$ cat src/rtl/lpdc_pkg.sv
// Package: shared address map and constants for the low-power domain
// clock/reset control block. Assumes 12-bit byte addresses and word access.
package lpdc_pkg;
    localparam int ADDR_W = 12;

    localparam logic [ADDR_W-1:0] A_STATUS    = 12'h000;
    localparam logic [ADDR_W-1:0] A_MASK      = 12'h004;
    localparam logic [ADDR_W-1:0] A_UNMASK    = 12'h008;
    localparam logic [ADDR_W-1:0] A_SETMASK   = 12'h00C;
    localparam logic [ADDR_W-1:0] A_PLL       = 12'h010;
    localparam logic [ADDR_W-1:0] A_CORE      = 12'h040;
    localparam logic [ADDR_W-1:0] A_DMA       = 12'h044;
    localparam logic [ADDR_W-1:0] A_USB       = 12'h048;
    localparam logic [ADDR_W-1:0] A_UART_BASE = 12'h060;
    localparam logic [ADDR_W-1:0] A_MAC_BASE  = 12'h070;
    localparam logic [ADDR_W-1:0] A_CLK_BASE  = 12'h080;

    // PLL status: bit 0 lock, bit 1 stable
    localparam logic [1:0] PLL_RESET_VAL = 2'b11;

    // Decoded single-register write strobes
    typedef struct packed {
        logic status;
        logic unmask;
        logic setmask;
        logic core;
        logic dma;
        logic usb;
    } lpdc_wsel_t;
endpackage

$ cat src/rtl/lpdc_irq_ctl.sv
// Module: interrupt status and mask. Status is write-one-to-clear with event
// inputs taking priority; the mask is changed only through set/clear strobes.
// Assumes the set and clear strobes are never active in the same cycle.
module lpdc_irq_ctl #(
    parameter int IRQ_W = 8
) (
    input  logic             clk,
    input  logic             rst_n,
    input  logic [IRQ_W-1:0] evt,
    input  logic             wr_status,
    input  logic             wr_unmask,
    input  logic             wr_setmask,
    input  logic [IRQ_W-1:0] wdata,
    output logic [IRQ_W-1:0] status,
    output logic [IRQ_W-1:0] mask,
    output logic             irq
);
    logic [IRQ_W-1:0] clr_bits;

    // Purpose: select the bits a status write clears
    always_comb clr_bits = wr_status ? wdata : '0;

    // Purpose: status register, events win over clears
    always_ff @(posedge clk) begin
        if (!rst_n) status <= '0;
        else        status <= (status & ~clr_bits) | evt;
    end

    // Purpose: mask register, reset fully masked, edited via aliases
    always_ff @(posedge clk) begin
        if (!rst_n)          mask <= '1;
        else if (wr_unmask)  mask <= mask & ~wdata;
        else if (wr_setmask) mask <= mask | wdata;
    end

    // Purpose: interrupt request from unmasked pending bits
    always_comb irq = |(status & ~mask);
endmodule

$ cat src/rtl/lpdc_rst_field.sv
// Module: one reset control field. Reset value holds the target in reset.
// The stored value (and so the output) is loaded only on a write whose data
// differs from the current contents.
module lpdc_rst_field #(
    parameter int W = 1
) (
    input  logic         clk,
    input  logic         rst_n,
    input  logic         wr,
    input  logic [W-1:0] wdata,
    output logic [W-1:0] q
);
    logic change;

    // Purpose: detect a write that alters the field
    always_comb change = wr && (wdata != q);

    // Purpose: hold the field, update only on change
    always_ff @(posedge clk) begin
        if (!rst_n)      q <= '1;
        else if (change) q <= wdata;
    end
endmodule

$ cat src/rtl/lpdc_clk_bank.sv
// Module: bank of reference-clock control words, stored for readback only.
// Assumes the caller qualifies wr_en and rd_idx with an in-range decode.
module lpdc_clk_bank #(
    parameter int NUM_CLK = 16,
    parameter int W       = 32,
    localparam int IW     = (NUM_CLK > 1) ? $clog2(NUM_CLK) : 1
) (
    input  logic          clk,
    input  logic          rst_n,
    input  logic          wr_en,
    input  logic [IW-1:0] idx,
    input  logic [W-1:0]  wdata,
    output logic [W-1:0]  rdata
);
    logic [W-1:0] words [NUM_CLK];

    for (genvar k = 0; k < NUM_CLK; k++) begin : g_word
        // Purpose: one stored control word
        always_ff @(posedge clk) begin
            if (!rst_n)                          words[k] <= '0;
            else if (wr_en && idx == IW'(k))     words[k] <= wdata;
        end
    end

    // Purpose: select the addressed word for reads
    always_comb begin
        rdata = '0;
        for (int k = 0; k < NUM_CLK; k++) begin
            if (idx == IW'(k)) rdata = words[k];
        end
    end
endmodule

$ cat src/rtl/lpd_clkrst_ctl.sv
// Module: top of the low-power domain clock/reset control registers.
// Decodes a single-cycle APB-style bus, routes writes to the interrupt,
// reset and clock-word submodules and builds read data. Assumes word
// accesses only; misaligned or unmapped addresses read zero and write nothing.
// Limits: NUM_UART, NUM_MAC <= 4; NUM_CLK <= 32; IRQ_W, NUM_CORE <= 32.
module lpd_clkrst_ctl
    import lpdc_pkg::*;
#(
    parameter int IRQ_W    = 8,
    parameter int NUM_CORE = 2,
    parameter int NUM_DMA  = 8,
    parameter int NUM_UART = 2,
    parameter int NUM_MAC  = 2,
    parameter int NUM_CLK  = 16
) (
    input  logic                clk,
    input  logic                rst_n,
    input  logic                psel,
    input  logic                penable,
    input  logic                pwrite,
    input  logic [ADDR_W-1:0]   paddr,
    input  logic [31:0]         pwdata,
    output logic [31:0]         prdata,
    output logic                pready,
    input  logic [IRQ_W-1:0]    irq_evt,
    output logic                irq,
    output logic [NUM_CORE-1:0] rst_core,
    output logic [NUM_DMA-1:0]  rst_dma,
    output logic [NUM_UART-1:0] rst_uart,
    output logic [NUM_MAC-1:0]  rst_mac,
    output logic                rst_usb
);
    localparam int CIW = (NUM_CLK > 1) ? $clog2(NUM_CLK) : 1;
    localparam logic [ADDR_W-1:0] CLK_END = A_CLK_BASE + ADDR_W'(4 * NUM_CLK);

    logic             aligned;
    logic             wr_ok;
    lpdc_wsel_t       wsel;
    logic             clk_hit;
    logic [CIW-1:0]   clk_idx;
    logic [31:0]      clk_rdata;
    logic [IRQ_W-1:0] status_q;
    logic [IRQ_W-1:0] mask_q;
    logic             dma_q;

    // Purpose: qualify bus accesses and decode the fixed registers
    always_comb begin
        aligned      = (paddr[1:0] == 2'b00);
        wr_ok        = psel && penable && pwrite && aligned;
        wsel.status  = wr_ok && (paddr == A_STATUS);
        wsel.unmask  = wr_ok && (paddr == A_UNMASK);
        wsel.setmask = wr_ok && (paddr == A_SETMASK);
        wsel.core    = wr_ok && (paddr == A_CORE);
        wsel.dma     = wr_ok && (paddr == A_DMA);
        wsel.usb     = wr_ok && (paddr == A_USB);
        clk_hit      = (paddr >= A_CLK_BASE) && (paddr < CLK_END);
        clk_idx      = CIW'((paddr - A_CLK_BASE) >> 2);
    end

    assign pready = 1'b1;

    lpdc_irq_ctl #(.IRQ_W(IRQ_W)) u_irq (
        .clk        (clk),
        .rst_n      (rst_n),
        .evt        (irq_evt),
        .wr_status  (wsel.status),
        .wr_unmask  (wsel.unmask),
        .wr_setmask (wsel.setmask),
        .wdata      (pwdata[IRQ_W-1:0]),
        .status     (status_q),
        .mask       (mask_q),
        .irq        (irq)
    );

    lpdc_rst_field #(.W(NUM_CORE)) u_core (
        .clk   (clk),
        .rst_n (rst_n),
        .wr    (wsel.core),
        .wdata (pwdata[NUM_CORE-1:0]),
        .q     (rst_core)
    );

    lpdc_rst_field #(.W(1)) u_dma (
        .clk   (clk),
        .rst_n (rst_n),
        .wr    (wsel.dma),
        .wdata (pwdata[0]),
        .q     (dma_q)
    );

    // One stored bit fans out to every DMA channel
    assign rst_dma = {NUM_DMA{dma_q}};

    lpdc_rst_field #(.W(1)) u_usb (
        .clk   (clk),
        .rst_n (rst_n),
        .wr    (wsel.usb),
        .wdata (pwdata[0]),
        .q     (rst_usb)
    );

    for (genvar u = 0; u < NUM_UART; u++) begin : g_uart
        localparam logic [ADDR_W-1:0] A_U = A_UART_BASE + ADDR_W'(4 * u);
        lpdc_rst_field #(.W(1)) u_fld (
            .clk   (clk),
            .rst_n (rst_n),
            .wr    (wr_ok && (paddr == A_U)),
            .wdata (pwdata[0]),
            .q     (rst_uart[u])
        );
    end

    for (genvar m = 0; m < NUM_MAC; m++) begin : g_mac
        localparam logic [ADDR_W-1:0] A_M = A_MAC_BASE + ADDR_W'(4 * m);
        lpdc_rst_field #(.W(1)) u_fld (
            .clk   (clk),
            .rst_n (rst_n),
            .wr    (wr_ok && (paddr == A_M)),
            .wdata (pwdata[0]),
            .q     (rst_mac[m])
        );
    end

    lpdc_clk_bank #(.NUM_CLK(NUM_CLK), .W(32)) u_clk (
        .clk   (clk),
        .rst_n (rst_n),
        .wr_en (wr_ok && clk_hit),
        .idx   (clk_idx),
        .wdata (pwdata),
        .rdata (clk_rdata)
    );

    // Purpose: read data multiplexer, zero for anything unmapped
    always_comb begin
        prdata = '0;
        if (psel && aligned) begin
            if (paddr == A_STATUS) prdata[IRQ_W-1:0]    = status_q;
            if (paddr == A_MASK)   prdata[IRQ_W-1:0]    = mask_q;
            if (paddr == A_PLL)    prdata[1:0]          = PLL_RESET_VAL;
            if (paddr == A_CORE)   prdata[NUM_CORE-1:0] = rst_core;
            if (paddr == A_DMA)    prdata[0]            = dma_q;
            if (paddr == A_USB)    prdata[0]            = rst_usb;
            for (int u = 0; u < NUM_UART; u++) begin
                if (paddr == A_UART_BASE + ADDR_W'(4 * u)) prdata[0] = rst_uart[u];
            end
            for (int m = 0; m < NUM_MAC; m++) begin
                if (paddr == A_MAC_BASE + ADDR_W'(4 * m)) prdata[0] = rst_mac[m];
            end
            if (clk_hit) prdata = clk_rdata;
        end
    end
endmodule

$ cat config.mk
export PLATFORM = sky130hd
export DESIGN_NAME = lpd_clkrst_ctl
export DESIGN_NICKNAME = d
export VERILOG_FILES = /design/src/rtl/lpdc_pkg.sv /design/src/rtl/lpdc_irq_ctl.sv /design/src/rtl/lpdc_rst_field.sv /design/src/rtl/lpdc_clk_bank.sv /design/src/rtl/lpd_clkrst_ctl.sv
export SDC_FILE = /design/constraint.sdc
export NUM_CORES = 1
export LEC_CHECK = 0
export BUFFER_PORTS_ARGS = -buffer_cell sky130_fd_sc_hd__buf_4
export CORE_MARGIN = 2
export CORE_UTILIZATION = 35
export CTS_CLUSTER_SIZE = 20
export DETAILED_ROUTE_END_ITERATION = 10
export GPL_ROUTABILITY_DRIVEN = 0
export PLACE_DENSITY = 0.49
export SLEW_MARGIN = 5
export SYNTH_ARGS = -nofsm -noshare
export SYNTH_HDL_FRONTEND = slang
export SYNTH_HIERARCHICAL = 1
export SYNTH_SLANG_ARGS = --single-unit
$ cat constraint.sdc
create_clock -name clk -period 5.2 [get_ports clk]
set_clock_uncertainty 0.15 [all_clocks]
set_input_delay 0.52 -clock clk [delete_from_list [all_inputs] [get_ports clk]]
set_output_delay 0.52 -clock clk [all_outputs]
set_load 0.1 [all_outputs]
==> results.sh, run 1 <==
export IMPL_grt_pass1_wl_mm=129.8
export IMPL_antenna_found_initial=8
export IMPL_cts_tree="done"
export IMPL_placement_io_buffers=104
export IMPL_cp_data_required_time_ns=4.53
export IMPL_total_power_mw=10.00
export IMPL_drc=0
export IMPL_hold_class="primary input to register"
export IMPL_layout_drive_gt1_share_pct=15.25
export IMPL_synth_xor_area_share_pct=0.03324
export IMPL_via_per_inst=5.540
export IMPL_worstHoldPathCells=2
export IMPL_io_pins=106
export IMPL_yosysWarnings=6
export IMPL_cp_depth=10
export IMPL_path_common_cell="buf_4"
export IMPL_startpoint_type="primary input"
export IMPL_netlist_area_sq_um=26350
export IMPL_synth_adder_area_share_pct=0
export IMPL_rows=100
export IMPL_ys_seq_elements=536
export IMPL_yosysSeqAreaShare_pct=60.17
export IMPL_routed_wirelength_mm=88.30
export IMPL_critPathArrivalTime_ns=3.42
export IMPL_final_common_cell="and2_1"
export IMPL_whs_ns=0.1515
export IMPL_ant_nets=0
export IMPL_grt_max_degree=69
export IMPL_multi_input_area_sq_um=9696
export IMPL_clk_latency_ns=0.62
export IMPL_synth_edf_count=512
export IMPL_cp_slowest_cell="nand2b_2"
export IMPL_drv_cap=0
export IMPL_end_kind="primary output"
export IMPL_worstPathCellList="buf_4 > nand2b_2 > buf_4 > o221ai_1 > o211ai_1 > a22o_1 > nor2_1 > or3_1 > a31oi_1 > buf_4"
export IMPL_nets=2314
export IMPL_grt_pass1_vias=18350
export IMPL_synth_top_family_by_area="simple AND/OR/NAND/NOR gates"
export IMPL_irDropWorstVdd_mv=0.2367
export IMPL_dpl_cell_area_sq_um=28330
export IMPL_numClockSinks=536
export IMPL_final_cell_mix="and2_1, edfxtp_1, buf_4, nand2_1, o21ai_0"
export IMPL_setup_tns_ns=0
export IMPL_core_sq_um=74450
export IMPL_fill_cells=7011
export IMPL_netlist_area_leader_share_pct=58.34
export IMPL_numCtsBuffers=60
export IMPL_fin_ws_ns=1.111
export IMPL_regArea_sq_um=15860
export IMPL_cp_top_family="buffers and inverters"
export IMPL_period_share_pct=78.64
export IMPL_die_area_sq_um=77500
export IMPL_die_y_um=278.4
export IMPL_setup_viol=0
export IMPL_worstRegToRegCells=2
export IMPL_netlist_instances=2212
export IMPL_vias=18130
export IMPL_syn_area_per_cell_sq_um=11.91
export IMPL_rsz0062_at_grt="false"
export IMPL_overflow=0
export IMPL_outcome="finished, final reports clean"
export IMPL_ys_flop_type="edfxtp_1"
export IMPL_crit_fanout=42
export IMPL_synthSimpleGateAreaFrac_pct=19.68
export IMPL_fp_dieW_um=278.4
export IMPL_first_iter_violations=1704
export IMPL_first_pass_iters=5
export IMPL_track_usage_pct=22.71
export IMPL_slew_limit_headroom_pct=29.23
export IMPL_critPathKind="primary input to primary output"
export IMPL_yosysUniqueCellTypes=79
export IMPL_clk_pin_slew_ns=0.06
export IMPL_post_cts_buffers=0
export IMPL_critPathBufInv=3
export IMPL_synthTopCellsByArea="edfxtp_1, and2_1, o21ai_0"
export IMPL_min_period_ns=4.089
export IMPL_place_hpwl_mm=55.68
export IMPL_synth_async_reset_ratio_pct=0
export IMPL_wl_per_cell_um=26.99
export IMPL_p_per_area_nw_per_um2=330.5
export IMPL_initial_core_util_pct=35.40
export IMPL_p_leak_nw=10.70
export IMPL_cpPeakStageDelay_ns=0.48
export IMPL_syn_num_nets=2269
export IMPL_slew_viol_final=0
export IMPL_yosys_mux_area_fraction_pct=3.100
export IMPL_design_area_sq_um=30270
export IMPL_syn2layout_area_growth_pct=14.87
export IMPL_dpl_worst_slack_ns=1.023
export IMPL_synth_largest_area_cell="edfxtp_1"
export IMPL_cts_root_buffer="clkbuf_16"
export IMPL_max_freq_ghz=0.2445
export IMPL_h_tree_depth=2
export IMPL_report_final_hold_viol_count=0
export IMPL_synth_compound_area_share_pct=12.94
export IMPL_tightestPinTransition_ns=1.058
export IMPL_clockBufferDepth=3
## power by group
group / internal [mW] / switching (mW) / total [mW]
logic: 0.275 / 0.604 / 0.879
clock network: 2.37 / 1.77 / 4.14
registers: 4.92 / 0.0643 / 4.99
total: 7.57 / 2.44 / 10.0
## cells by family after synthesis
| kind of cell | after synthesis |
|---|---|
| other | 1 |
| muxes | 70 |
| AOI/OAI and AO/OA | 510 |
| DFF | 536 |
| and+or+nand+nor | 870 |
| buffers and inverters | 224 |
| xor gates and xnor gates | 1 |
## worst register-to-register path: cells and delay by family (launching register included)
family / cells / cell delay (ns)
simple gates: 1 / 0.06
mux: 1 / 0.16
flops: 1 / 0.39
## through the flow
stage                     utilization (%)  cells
after floorplan                         -   2212
after global placement              38.05   3156
after detailed placement            38.05   3156
after CTS                           40.66   3271
after global routing                40.66   3272
final                               40.66   3272
## Yosys cell counts (all sizes together), types with 13 or more instances
cell     count
and2       556
and3b       15
buf         86
clkbuf     125
or3b        17
o21ai      121
nor2        73
o22ai       52
o21a        16
mux2i       49
edfxtp     512
nor3        21
nand2      120
a22oi       17
mux2        13
o2bb2ai     44
a21o        21
a2bb2oi     22
dfxtp       24
nor2b       29
a31oi       31
o21bai      14
inv         13
a21oi       88
## worst paths after layout
check,start,end,slack (ns)
worst min-delay path,pwdata[31],u_clk/words[0][63],0.15
worst max-delay path,paddr[5],prdata[1],1.11
worst min register to register,u_core/q[0],u_core/q[0],0.36
worst max register to register,u_dma/q,u_dma/q,4.30
## layer usage
metal | share of wire [%] | wire length, um | global-route usage, % | up-vias
met2 | 49 | 43650 | 39.53 | 613
met4 | 2.6 | 2309 | 5.669 | 0
met1 | 42 | 37230 | 29.78 | 9256
met5 | 0 | 0 | 0 | -
li1 | - | - | - | 8126
met3 | 5.8 | 5102 | 3.140 | 132
## cell type report
class	instances	share of cell area [%]
antenna	1	0.008267
clock buffer	83	5.386
clock inverter	24	0.7605
inverter	13	0.1612
multi-input combinational	1452	32.03
sequential	536	52.38
tap	969	4.005
timing repair buffer	194	5.274
## timing repair
item	in CTS	in global routing
hold endpoints to repair	8	0
resized for setup	0	0
hold buffers	8	0
## registers in the layout (all words and copies together), names as in the netlist, named ones only
register        count
g_mac.u_fld/q       2
g_uart.u_fld/q      2
u_clk/words       512
u_core/q            2
u_dma/q             1
u_irq/status        8
u_usb/q             1
Note: power is estimated with default switching activity, not from simulation.
==> run 2: changes to the inputs <==
--- a/config.mk
+++ b/config.mk
@@ -11,7 +11,7 @@
 export CTS_CLUSTER_SIZE = 20
 export DETAILED_ROUTE_END_ITERATION = 10
 export GPL_ROUTABILITY_DRIVEN = 0
-export PLACE_DENSITY = 0.49
+export PLACE_DENSITY = 0.47
 export SLEW_MARGIN = 5
 export SYNTH_ARGS = -nofsm -noshare
 export SYNTH_HDL_FRONTEND = slang
==> constraint.sdc (replaced) <==
create_clock -name clk -period 3.8 [get_ports clk]
set_clock_uncertainty 0.15 [all_clocks]
set_input_delay 0.38 -clock clk [delete_from_list [all_inputs] [get_ports clk]]
set_output_delay 0.38 -clock clk [all_outputs]
set_load 0.1 [all_outputs]
==> run 2 against run 1 <==
- sequential cell count stayed put
- critical path depth stayed put
- non-clock buffer count is 49 higher
- first-iteration DRC count is 14% lower
- largest cell class unchanged
- critical path type unchanged
- via count is 0.58% lower
- largest power group unchanged
- setup slack worse by 0.90 ns
- power is 35% higher
- register-to-register slack worse by 1.4 ns
- die area stayed put
==> results.sh, run 2 (synthesis results as in run 1) <==
export IMPL_outcome="finished, final reports clean"
export IMPL_clk_pin_slew_ns=0.06
export IMPL_ctsResizeCount=0
export IMPL_overflow=0
export IMPL_routed_wirelength_mm=90.34
export IMPL_drv_cap=0
export IMPL_core_sq_um=74450
export IMPL_first_iter_violations=1462
export IMPL_critPathArrivalTime_ns=3.06
export IMPL_first_pass_iters=7
export IMPL_fin_ws_ns=0.2068
export IMPL_largest_register_ffs=512
export IMPL_final_common_cell="and2_1"
export IMPL_p_per_area_nw_per_um2=439.4
export IMPL_cp_data_required_time_ns=3.27
export IMPL_cts_root_buffer="clkbuf_16"
export IMPL_fill_cells=6972
export IMPL_ant_nets=0
export IMPL_setup_tns_ns=0
export IMPL_regArea_sq_um=15860
export IMPL_cp_slowest_cell="a31oi_1"
export IMPL_rows=100
export IMPL_multi_input_area_sq_um=9702
export IMPL_report_final_hold_viol_count=0
export IMPL_h_tree_depth=2
export IMPL_critPathKind="primary input to primary output"
export IMPL_path_common_cell="buf_4"
export IMPL_dpl_worst_slack_ns=0.08140
export IMPL_end_kind="primary output"
export IMPL_numClockSinks=536
export IMPL_whs_ns=0.03169
export IMPL_grt_pass1_vias=18530
export IMPL_worstPathCellList="buf_4 > buf_12 > nand2b_1 > buf_4 > a21o_1 > a31oi_1 > buf_4 > o21a_1 > and2_1 > buf_4"
export IMPL_cts_tree="done"
export IMPL_slew_limit_headroom_pct=15.27
export IMPL_initial_core_util_pct=35.40
export IMPL_rsz0062_at_grt="false"
export IMPL_setup_viol=0
export IMPL_nets=2362
export IMPL_max_freq_ghz=0.2783
export IMPL_hold_class="primary input to register"
export IMPL_track_usage_pct=23.42
export IMPL_crit_fanout=54
export IMPL_p_leak_nw=10.94
export IMPL_clk_latency_ns=0.62
export IMPL_via_per_inst=5.420
export IMPL_antenna_found_initial=9
export IMPL_syn2layout_area_growth_pct=16.41
export IMPL_grt_pass1_wl_mm=132.3
export IMPL_tightestPinTransition_ns=1.266
export IMPL_numCtsBuffers=59
export IMPL_slew_viol_final=0
export IMPL_fp_dieW_um=278.4
export IMPL_clockBufferDepth=3
export IMPL_wl_per_cell_um=27.17
export IMPL_min_period_ns=3.593
export IMPL_io_pins=106
export IMPL_die_y_um=278.4
export IMPL_drc=0
export IMPL_reg_top3="u_clk/words x512, u_irq/status x8"
export IMPL_placement_io_buffers=104
export IMPL_period_share_pct=94.56
export IMPL_irDropWorstVdd_mv=0.3118
export IMPL_grt_max_degree=55
export IMPL_final_cell_mix="and2_1, edfxtp_1, buf_4, nand2_1, o21ai_0"
export IMPL_startpoint_type="primary input"
export IMPL_die_area_sq_um=77500
export IMPL_layout_drive_gt1_share_pct=16.88
export IMPL_vias=18020
export IMPL_place_hpwl_mm=57.37
export IMPL_cpPeakStageDelay_ns=0.44
export IMPL_regMostFlops="u_clk/words"
[run 2: cell types whose count changed in the layout (fill, tap and decap cells not counted), sizes merged]
cell | previous run | this run
dlygate4sd3 | 8 | 9
inv | 13 | 14
clkbuf | 83 | 88
buf | 186 | 234
bufinv | 4 | 1
clkinvlp | 2 | 0
diode | 1 | 4
[run 2: layout make-up]
cell class	count	area share, %
repair buffers	243	6.819
clock buffers	88	5.306
clock inverters	20	0.4201
well taps	969	3.952
multi-input cells	1452	31.63
inverters	13	0.1591
flip-flops and latches	536	51.68
diodes	4	0.03263
[run 2: per-stage QoR]
| stage | area [sq um] | cells | power, mW | utilization [%] |
|---|---|---|---|---|
| 3_5_place_dp | 28820 | 3204 | 8.214 | 38.71 |
| 6_report | 30680 | 3325 | 13.48 | 41.21 |
| 3_3_place_gp | 28820 | 3204 | 8.208 | 38.71 |
| 2_1_floorplan | 26430 | 2212 | 7.589 | - |
| 5_1_grt | 30670 | 3324 | 13.93 | 41.20 |
| 4_1_cts | 30670 | 3321 | 13.61 | 41.19 |
[run 2: timing repair]
item / CTS / global route
endpoints found under the setup margin: 0 / 0
endpoints found under the hold margin: 24 / 0
hold buffers: 9 / 0
buffers inserted: 0 / 0
[run 2: final timing paths]
kind	from	cells past startpoint	slack (ns)	end
setup reg to reg	u_dma/q	2	2.87	u_dma/q
hold / removal	pwdata[30]	2	0.03	u_clk/words[0][126]
setup / recovery	paddr[5]	10	0.21	prdata[18]
hold reg to reg	g_mac[0].u_fld/q	2	0.38	g_mac[0].u_fld/q
[run 2: critical path, delay by kind of cell]
kind / cells / cell delay [ns]
buffers and inverters: 5 / 1.36
and+or+nand+nor: 2 / 0.48
AOI/OAI and AO/OA: 3 / 0.78
[run 2: layer usage]
layer | up-vias | track usage (%) | wire, um | share of wire [%]
met2 | 511 | 39.33 | 43430 | 48
met3 | 100 | 2.829 | 4276 | 4.7
met1 | 9173 | 31.54 | 40130 | 44
met5 | - | 0 | 0 | 0
met4 | 0 | 7.581 | 2501 | 2.8
li1 | 8237 | - | - | -
[run 2: where the power goes]
part	total (mW)	switching, mW	internal, mW
combinational	1.27	0.856	0.415
clock	5.39	2.38	3.01
sequential	6.82	0.0847	6.73
==> run 3: changes to the inputs <==
--- a/config.mk
+++ b/config.mk
@@ -7,11 +7,11 @@
 export LEC_CHECK = 0
 export BUFFER_PORTS_ARGS = -buffer_cell sky130_fd_sc_hd__buf_4
 export CORE_MARGIN = 2
-export CORE_UTILIZATION = 35
+export CORE_UTILIZATION = 30
 export CTS_CLUSTER_SIZE = 20
 export DETAILED_ROUTE_END_ITERATION = 10
 export GPL_ROUTABILITY_DRIVEN = 0
-export PLACE_DENSITY = 0.47
+export PLACE_DENSITY = 0.42
 export SLEW_MARGIN = 5
 export SYNTH_ARGS = -nofsm -noshare
 export SYNTH_HDL_FRONTEND = slang
==> run 3 against run 2 <==
- setup slack worse by 0.042 ns
- routed wire length is 3.8% higher
- via count is 0.14% higher
- clock power is 13% higher
- sequential share of layout area is 1.3 points lower
==> results.sh, run 3 (synthesis results as in run 1) <==
export IMPL_cp_data_required_time_ns=3.27
export IMPL_track_usage_pct=20.77
export IMPL_reg_top3="u_clk/words x512, u_irq/status x8"
export IMPL_total_power_mw=14.20
export IMPL_wl_per_cell_um=26.65
export IMPL_outcome="finished, final reports clean"
export IMPL_slew_viol_final=0
export IMPL_hold_class="primary input to register"
export IMPL_p_int_mw=10.72
export IMPL_post_route_util_pct=36.22
export IMPL_first_pass_iters=6
export IMPL_ant_nets=0
export IMPL_overflow=0
export IMPL_h_tree_depth=3
export IMPL_placement_io_buffers=104
export IMPL_slew_limit_headroom_pct=47.69
export IMPL_io_pins=106
export IMPL_clk_pin_slew_ns=0.06
export IMPL_vias=18050
export IMPL_core_sq_um=86890
export IMPL_setup_viol=0
export IMPL_grt_max_degree=65
export IMPL_largest_register_ffs=512
export IMPL_power_switching_mw=3.477
export IMPL_reg2reg_to="u_dma/q"
export IMPL_drv_cap=0
export IMPL_numCtsBuffers=67
export IMPL_via_per_inst=5.128
export IMPL_reg2reg_from="u_dma/q"
export IMPL_p_clk_share_pct=42.8
export IMPL_final_cell_mix="and2_1, edfxtp_1, buf_4, nand2_1, o21ai_0"
export IMPL_combPwrFrac_pct=9.2
export IMPL_end_kind="primary output"
export IMPL_dpl_worst_slack_ns=0.1710
export IMPL_final_common_cell="and2_1"
export IMPL_syn2layout_area_growth_pct=19.41
export IMPL_irDropWorstVdd_mv=0.2846
export IMPL_report_final_hold_viol_count=0
export IMPL_swShare_pct=24.49
export IMPL_crit_fanout=15
export IMPL_die_area_sq_um=90230
export IMPL_die_y_um=300.4
export IMPL_post_cts_buffers=0
export IMPL_place_hpwl_mm=59.70
export IMPL_p_leak_nw=11.17
export IMPL_regMostFlops="u_clk/words"
export IMPL_min_period_ns=3.635
export IMPL_numClockSinks=536
export IMPL_fp_dieW_um=300.4
export IMPL_rsz0062_at_grt="false"
export IMPL_period_share_pct=95.66
export IMPL_max_freq_ghz=0.2751
export IMPL_clk_latency_ns=0.60
export IMPL_seq_power_share_pct=48.1
export IMPL_grt_pass1_wl_mm=134.3
export IMPL_reg2reg_slack_ns=2.88
export IMPL_critPathArrivalTime_ns=3.11
export IMPL_grt_pass1_vias=18380
export IMPL_tightestPinTransition_ns=0.7846
export IMPL_antenna_found_initial=10
export IMPL_critPathKind="primary input to primary output"
export IMPL_fill_cells=8443
export IMPL_hp_start="pwdata[31]"
export IMPL_first_iter_violations=1486
export IMPL_worstHoldPathCells=2
export IMPL_min_to="u_clk/words[0][255]"
export IMPL_clockBufferDepth=3
export IMPL_initial_core_util_pct=30.33
export IMPL_layout_drive_gt1_share_pct=17.40
export IMPL_nets=2368
export IMPL_startpoint_type="primary input"
export IMPL_cts_root_buffer="clkbuf_16"
export IMPL_fin_ws_ns=0.1648
export IMPL_drc=0
export IMPL_cts_tree="done"
export IMPL_worstRegToRegCells=2
export IMPL_rows=108
export IMPL_routed_wirelength_mm=93.78
export IMPL_p_per_area_nw_per_um2=451.2
## run 3: cell types whose count changed in the layout (fill, tap and decap cells not counted), sizes merged
| cell | before | now |
|---|---|---|
| clkbuf | 88 | 82 |
| diode | 4 | 8 |
| inv | 14 | 18 |
| bufinv | 1 | 4 |
| clkinv | 18 | 21 |
| clkinvlp | 0 | 2 |
| buf | 234 | 233 |
| dlygate4sd3 | 9 | 8 |
## run 3: timing repair
item | CTS | global route
hold endpoints to repair | 8 | 0
gates resized for setup | 0 | 1
endpoints found under the setup margin | 0 | 1
hold buffers | 8 | 0
## run 3: worst max-delay path by stage
stage	from	endpoint	slack (ns)
5_1_grt	paddr[4]	prdata[1]	0.09
6_report	paddr[4]	prdata[1]	0.16
2_1_floorplan	paddr[10]	u_clk/words[1][192]	-0.30
3_5_place_dp	paddr[4]	prdata[3]	0.17
4_1_cts	paddr[4]	prdata[3]	0.16
3_3_place_gp	paddr[4]	prdata[3]	0.18
## run 3: worst max-delay path, stage by stage
cell and delay [ns]:
buf_4 0.32, buf_4 0.27, or3b_2 0.37, o21ai_0 0.12
a221oi_1 0.45, buf_4 0.19, a22o_1 0.16, nor2_1 0.05
or3_1 0.32, a31oi_2 0.14, buf_4 0.31
## run 3: power groups by stage
stage	clock network [mW]	logic, mW	registers [mW]
after global routing	6.44	1.39	6.85
final	6.07	1.30	6.82
after CTS	6.22	1.32	6.82
after floorplan	0	0.671	6.92
after global placement	0	1.31	6.94
after detailed placement	0	1.31	6.94
## run 3: layout make-up
| cell class | count | area [sq um] | area share (%) |
|---|---|---|---|
| sequential | 536 | 15860 | 50.38 |
| multi-input combinational | 1452 | 9702 | 30.83 |
| timing repair buffer | 241 | 2362 | 7.507 |
| clock buffer | 82 | 1754 | 5.574 |
| tap | 1155 | 1445 | 4.592 |
| clock inverter | 32 | 281.5 | 0.8946 |
| inverter | 13 | 48.80 | 0.1551 |
| antenna | 8 | 20.02 | 0.06362 |
## run 3: routing by layer
metal  share of wire, %  global-route usage (%)  vias up
li1                   -                       -     8257
met1                 44                   27.70     9119
met2                 48                   34.16      536
met3                5.1                   3.276      135
met4                3.1                   7.488        0
met5                  0                       0        -
## run 3: per-stage QoR
step / cell area [sq um] / hold WS (ns) / instances / TNS, ns
4_1_cts: 31450 / 0.01678 / 3511 / 0
6_report: 31470 / 0.04695 / 3519 / 0
3_3_place_gp: 29330 / 0.3338 / 3389 / 0
2_1_floorplan: 26430 / 0.2919 / 2212 / -55.34
5_1_grt: 31450 / 0.03433 / 3513 / 0
3_5_place_dp: 29330 / 0.3481 / 3389 / 0
